[config.mk]
export PLATFORM = sky130hd
export DESIGN_NAME = spk_timer_port
export DESIGN_NICKNAME = d
export VERILOG_FILES = /design/src/rtl/spk_port_pkg.sv /design/src/rtl/spk_port_decode.sv /design/src/rtl/spk_port_ctrl.sv /design/src/rtl/spk_port_rdmux.sv /design/src/rtl/spk_timer_port.sv
export SDC_FILE = /design/constraint.sdc
export NUM_CORES = 1
export LEC_CHECK = 0
export BUFFER_PORTS_ARGS = -buffer_cell sky130_fd_sc_hd__buf_2
export CELL_PAD_IN_SITES_DETAIL_PLACEMENT = 0
export CELL_PAD_IN_SITES_GLOBAL_PLACEMENT = 2
export CORE_ASPECT_RATIO = 0.75
export CORE_UTILIZATION = 14
export CTS_CLUSTER_DIAMETER = 80
export DETAILED_ROUTE_END_ITERATION = 8
export MAX_ROUTING_LAYER = met4
export PLACE_DENSITY = 0.8
export REMOVE_ABC_BUFFERS = 1
export SYNTH_ARGS = -nofsm -noshare
export SYNTH_HDL_FRONTEND = slang
export SYNTH_HIERARCHICAL = 1
export SYNTH_SLANG_ARGS = --single-unit
[constraint.sdc]
create_clock -name clk -period 1.52 [get_ports clk]
set_input_delay 0.304 -clock clk [delete_from_list [all_inputs] [get_ports clk]]
set_output_delay 0.304 -clock clk [all_outputs]
set_load 0.005 [all_outputs]
[src/rtl/spk_port_pkg.sv]
package spk_port_pkg;
  // Bit positions within the returned byte; software depends on these.
  localparam int GATE_BIT    = 0;
  localparam int EN_BIT      = 1;
  localparam int REFRESH_BIT = 4;
  localparam int TOUT_BIT    = 5;
  localparam int MIN_DATA_W  = TOUT_BIT + 1;

  typedef struct packed {
    logic refresh;
    logic enable;
    logic gate;
  } spk_state_t;
endpackage

[src/rtl/spk_port_decode.sv]
module spk_port_decode #(
  parameter int          ADDR_W    = 16,
  parameter logic [15:0] PORT_ADDR = 16'h0061
) (
  input  logic [ADDR_W-1:0] addr,
  input  logic              wr,
  input  logic              rd,
  output logic              wr_hit,
  output logic              rd_hit
);
  localparam logic [ADDR_W-1:0] MATCH = PORT_ADDR[ADDR_W-1:0];

  logic sel;
  always_comb begin
    sel    = (addr == MATCH);
    wr_hit = sel && wr;
    rd_hit = sel && rd;
  end
endmodule

[src/rtl/spk_port_ctrl.sv]
module spk_port_ctrl
  import spk_port_pkg::*;
(
  input  logic       clk,
  input  logic       rst,
  input  logic       wr_hit,
  input  logic       rd_hit,
  input  logic       wr_gate,
  input  logic       wr_en,
  output spk_state_t state
);
  always_ff @(posedge clk) begin
    if (rst) begin
      state <= '0;
    end else begin
      if (wr_hit) begin
        state.gate   <= wr_gate;
        state.enable <= wr_en;
      end
      if (rd_hit) state.refresh <= ~state.refresh;
    end
  end


  a_r1_enable_follows_write: assert property (@(posedge clk) disable iff (rst)
    wr_hit |=> state.enable == $past(wr_en));

  a_r2_gate_follows_write: assert property (@(posedge clk) disable iff (rst)
    wr_hit |=> state.gate == $past(wr_gate));

  a_r5_refresh_inverts: assert property (@(posedge clk) disable iff (rst)
    rd_hit |=> state.refresh != $past(state.refresh));

  a_r8_idle_keeps_state: assert property (@(posedge clk) disable iff (rst)
    !(wr_hit || rd_hit) |=> $stable(state));
endmodule

[src/rtl/spk_port_rdmux.sv]
module spk_port_rdmux
  import spk_port_pkg::*;
#(
  parameter int DATA_W = 8
) (
  input  logic              clk,
  input  logic              rst,
  input  logic              rd_hit,
  input  spk_state_t        state,
  input  logic              timer_out,
  output logic [DATA_W-1:0] rdata
);
  logic [DATA_W-1:0] packed_byte;

  // Assemble the return value from pre-update state; refresh shows its next value.
  always_comb begin
    packed_byte              = '0;
    packed_byte[GATE_BIT]    = state.gate;
    packed_byte[EN_BIT]      = state.enable;
    packed_byte[REFRESH_BIT] = ~state.refresh;
    packed_byte[TOUT_BIT]    = timer_out;
  end

  always_ff @(posedge clk) begin
    if (rst)         rdata <= '0;
    else if (rd_hit) rdata <= packed_byte;
    else             rdata <= '0;
  end


  always @(posedge clk) begin
    a_r6_reserved_zero: assert (rst || (rdata[3:2] == 2'b00 && rdata[DATA_W-1:TOUT_BIT+1] == '0));
  end

  a_r9_zero_without_read: assert property (@(posedge clk) disable iff (rst)
    !rd_hit |=> rdata == '0);

  a_r4_timer_level: assert property (@(posedge clk) disable iff (rst)
    rd_hit |=> rdata[TOUT_BIT] == $past(timer_out));
endmodule

[src/rtl/spk_timer_port.sv]
module spk_timer_port
  import spk_port_pkg::*;
#(
  parameter int          ADDR_W    = 16,
  parameter int          DATA_W    = 8,
  parameter logic [15:0] PORT_ADDR = 16'h0061
) (
  input  logic              clk,
  input  logic              rst,
  input  logic [ADDR_W-1:0] bus_addr,
  input  logic              bus_wr,
  input  logic              bus_rd,
  input  logic [DATA_W-1:0] bus_wdata,
  output logic [DATA_W-1:0] bus_rdata,
  input  logic              timer_out,
  output logic              timer_gate,
  output logic              spk_enable
);
  logic       wr_hit, rd_hit;
  spk_state_t state;
  logic       unused_wbits;

  assign unused_wbits = ^bus_wdata[DATA_W-1:EN_BIT+1];

  spk_port_decode #(.ADDR_W(ADDR_W), .PORT_ADDR(PORT_ADDR)) u_dec (
    .addr(bus_addr), .wr(bus_wr), .rd(bus_rd), .wr_hit(wr_hit), .rd_hit(rd_hit)
  );

  spk_port_ctrl u_ctrl (
    .clk(clk), .rst(rst), .wr_hit(wr_hit), .rd_hit(rd_hit),
    .wr_gate(bus_wdata[GATE_BIT]), .wr_en(bus_wdata[EN_BIT]), .state(state)
  );

  spk_port_rdmux #(.DATA_W(DATA_W)) u_rd (
    .clk(clk), .rst(rst), .rd_hit(rd_hit), .state(state),
    .timer_out(timer_out), .rdata(bus_rdata)
  );

  assign timer_gate = state.gate;
  assign spk_enable = state.enable;


  a_r7_reset_clears: assert property (@(posedge clk)
    rst |=> (!timer_gate && !spk_enable && bus_rdata == '0));

  a_r10_read_sees_old: assert property (@(posedge clk) disable iff (rst)
    (wr_hit && rd_hit) |=> bus_rdata[GATE_BIT] == $past(timer_gate) && bus_rdata[EN_BIT] == $past(spk_enable));
endmodule

---- Yosys cells after proc, flatten, opt, wreduce, memory -nomap -nowiden ----
Cells that the tools add are included.
storage, ports and cells
  bits in registers ....................... 11
  bits in latches ......................... 0
  memory bits (writable) .................. 0
  ROM bits ................................ 0
  bits of input ports ..................... 29
  output and inout port bits .............. 10
  logic and storage cells ................. 11
  memories ................................ 0
cells by class
  add/subtract/negate cells ............... 0
  $mul .................................... 0
  divide/modulo/power cells ............... 0
  magnitude comparators ................... 0
  eq/ne operators ......................... 1
  shift-type cells ........................ 0
  multiplexer cells ....................... 0
  bitwise gates (word level) .............. 2
  reduce and logical (&&, ||, !) cells .... 3
operator list
  operator               number
  $eq A16 B7 Y1 const B  1
  $logic_and A1 B1 Y1    2
  $not A1 Y1             2
  $reduce_or A2 Y1       1

---- Depth between registers and ports, before layout ----
  word-level depth ........................ 4
  depth in mapped cells ................... 5
  depth with buffers taken out ............ 5

---- Modules after synthesis ----
The synthesis kept the hierarchy.
by module, submodules not included
  module           times used  cells an instance  area an instance (um2)  seq. area each (um2)
  spk_port_rdmux   1           13                 152.6                   80.1
  spk_port_ctrl    1           9                  100.1                   60.1
  spk_port_decode  1           9                  73.8                    0.0

---- Least setup slack after synthesis ----
Ideal clock, no wire load.
  path kind ............................... input to register
  from .................................... input bus_addr[12]
  to ...................................... register, netlist name u_ctrl/state[0]
  setup time .............................. 0.114 ns
  arrival time ............................ 1.090 ns
  data required time ...................... 1.406 ns
  slack ................................... 0.315 ns
  stages on the path ...................... 5
  path buffers ............................ 0
  cell sequence ........................... nor4_2 nand4_1 nor2_1 mux2i_1 nor2_1
on the way
  cells in the longest elaborated chain, start to end .. 2
RTL lines
  element              RTL line               source
  from (decl)          spk_timer_port.sv:10   input logic [ADDR_W-1:0] bus_addr,
  $eq A16 B7 Y1        spk_port_decode.sv:15  sel = (addr == MATCH);
  $logic_and A1 B1 Y1  spk_port_decode.sv:16  wr_hit = sel && wr;
  net wr_hit           spk_timer_port.sv:19   logic wr_hit, rd_hit;
The timed path passes the listed nets, and every way through them passes these cells.
A chain may end at the register's enable or synchronous reset.

---- Final worst setup path ----
  from .................................... input bus_addr[12]
  to ...................................... register, netlist name u_ctrl/state[1]
on the way
  cells in the longest elaborated chain, start to end .. 2
RTL lines
  element              RTL line
  $eq A16 B7 Y1        spk_port_decode.sv:15
  $logic_and A1 B1 Y1  spk_port_decode.sv:16
  net wr_hit           spk_timer_port.sv:19
The timed path passes the listed nets, and every way through them passes these cells.

==> impl_metrics.csv <==
group,metric,value,unit
run_status,status,"finished clean",
synthesis,ys_warn_count,6,
grt,track_usage,6.714,%
routing,wirelength,739,um
final_layout,seqCellArea,140.1,um^2
sta,finClkSkew,0.0008069,ns
final_layout,diodes,0,
clock_network,clockBufferDepth,2,
clock_network,ctsResizeCount,0,
synthesis,ys_ff_latch,7,
sta,period_share,76.78,%
min_path,holdCritPathClass,"in2reg",
clock_network,cts_tree,"yes",
sta,rsz0062_at_grt,"no",
clock_network,post_cts_buffers,0,
worst_setup_path,critPathMaxFanout,2,
worst_setup_path,critPathMaxStageDelay,0.26,ns
routing,post_drt_wl_per_cell,8.593,um
worst_setup_path,startpoint_type,"primary input",
clock_network,htreeDepth,1,
synthesis,synth.distinct_cells,13,
synthesis,synthTopCellsByArea,"dfxtp_1, buf_4, and3b_1, nor4_2, mux2i_1",
sta,fmax,0.8569,GHz
die,fp.dieH,43.83,um
final_layout,syn_to_final_growth,54.41,%
placement,gp_congestion,0.6196,
sta,finalMaxSlewViolations,0,
routing,drt_iter0_markers,1,
synthesis,synth_area_per_cell,10.53,um^2
flow_run,cap_viol_max_count,0,
clock_network,clkTransAtPathRegs,0.05,ns
die,fp.coreArea,0.002102,mm^2
clock_network,cts.sinks,7,
grt,grt_pass1_vias,321,
placement,place_area,478.0,um^2
die,ios,39,
synthesis,seq_area_frac_synth,42.91,%
worst_setup_path,worstPathArrival,1.30,ns
final_layout,drive_gt1_share,58.06,%
final_layout,multiInputGateArea,160.2,um^2
power,powerDensity,763.4,mW/mm^2
final_layout,fillers,236,
synthesis,synth_area_leader_cell,"dfxtp_1",
grt,grt_pass1_wl,1235,um
die,start_util,15.54,%
worst_setup_path,crit_chain,"buf_2 > nor4_2 > nand4_1 > nor2_1 > mux2i_1 > nor2_1",
synthesis,synthCells,31,
power,finalPower,0.0003849,W
clock_network,cts-hold-fix-buffers,0,
die,dieArea,0.002532,mm^2
grt,grt_overflow,0,
sta,period_needed,1.167,ns
clock_network,clk_latency,0.24,ns
sta,setup_viol_count_final,0,
routing,dr.pass1.iters,2,
synthesis,syn_area,326.6,um^2
sta,fin_setup_tns,0,ns
worst_setup_path,crit_required,1.65,ns
worst_setup_path,path_common_cell,"nor2_1",
grt,antenna_found_initial,0,
final_layout,postLayoutCellArea,504.2,um^2
power,leakage,0.2625,nW
routing,routed-via-count,299,
routing,ant_nets,0,
worst_setup_path,path_class,"in2reg",
placement,portBuffers,28,
grt,grt_max_degree,8,
power,vdd_ir_drop_max,0.1337,mV
routing,route.detailed.drc,0,
synthesis,synth_top_area_share,42.91,%
die,dieWidth,57.77,um
final_layout,nets,92,
die,std_cell_rows,14,
clock_network,cts_root_buffer,"clkbuf_4",
routing,avgViaCountPerCell,3.477,
clock_network,cts_made_buffers,3,
sta,hold_viol,0,
worst_setup_path,cp-end-kind,"register",
worst_setup_path,slowest_stage,"nor4_2",
synthesized netlist by cell type:
library cell	number
nor4_2	2
mux2i_1	2
nor3b_2	1
dfxtp_1	7
buf_4	4
inv_1	2
and3b_1	3
conb_1	1
nor2_1	5
and4bb_2	1
nor4b_2	1
nand4_1	1
xnor2_1	1
worst max-delay path, delay by kind of cell:
| kind | cells | cell delay (ns) |
|---|---|---|
| buffers and inverters | 1 | 0.10 |
| AND/OR/NAND/NOR | 4 | 0.68 |
| multiplexers | 1 | 0.21 |
cells in the final DEF (no fill, tap or decap):
cell / n
dfxtp_1: 7
conb_1: 4
nand4_1: 1
nor4b_2: 1
clkbuf_4: 3
nor3b_2: 1
nor2_1: 5
and4bb_2: 1
and3b_1: 3
inv_1: 2
clkbuf_1: 1
buf_2: 28
nor4_2: 2
mux2i_1: 2
xnor2_1: 1
final cells by class:
type,count,area share [%]
well taps,24,5.955
repair buffers,28,27.79
multi-input cells,21,31.76
inverters,2,1.489
clock buffers,4,5.211
flip-flops and latches,7,27.79
per-stage QoR:
| stage | hold slack [ns] | instances | util [%] | setup WS (ns) |
|---|---|---|---|---|
| floorplan | 0.3747 | 30 | - | 0.3152 |
| global placement | 0.4463 | 82 | 22.74 | 0.07337 |
| detailed placement | 0.4671 | 82 | 22.74 | 0.07446 |
| CTS | 0.3004 | 86 | 23.99 | 0.3336 |
| global route | 0.3038 | 86 | 23.99 | 0.2092 |
| finish | 0.3047 | 86 | 23.99 | 0.3530 |
routing by layer:
layer | wire length [um] | track usage (%) | vias up
li1 | - | - | 162
met4 | 0 | 5.714 | 0
met1 | 352 | 6.798 | 126
met3 | 62 | 1.493 | 0
met2 | 324 | 11.16 | 11
met5 | 0 | - | -
worst paths after layout:
path,to,start,slack [ns],cells after the start
max,u_ctrl/state[1],bus_addr[12],0.35,6
min,u_ctrl/state[0],bus_wdata[0],0.30,3
max reg2reg,u_ctrl/state[2],u_ctrl/state[2],0.87,2
min reg2reg,u_rd/rdata[4],u_ctrl/state[2],0.47,1
state kept, by name, indices dropped and copies added, names as in the netlist:
name,cells
u_rd/rdata,4
u_ctrl/state,3
kinds of logic (layout without fill, tap and decap cells):
family	count (synthesis)	after routing	synth area share (%)
other	1	4	1.148
DFF	7	7	42.91
buffers and inverters	6	34	11.50
muxes	2	2	6.131
and+or+nand+nor	14	14	35.63
xor gates and xnor gates	1	1	2.682
report_power, final:
part           internal [W]    switching, W  leakage (nW)
Combinational     0.0000244       0.0000156         0.191
Clock             0.0000997       0.0000614        0.0150
Sequential         0.000184  0.000000000706        0.0563
Total              0.000308       0.0000770         0.263
No activity file was read; power rests on OpenSTA's default activity.
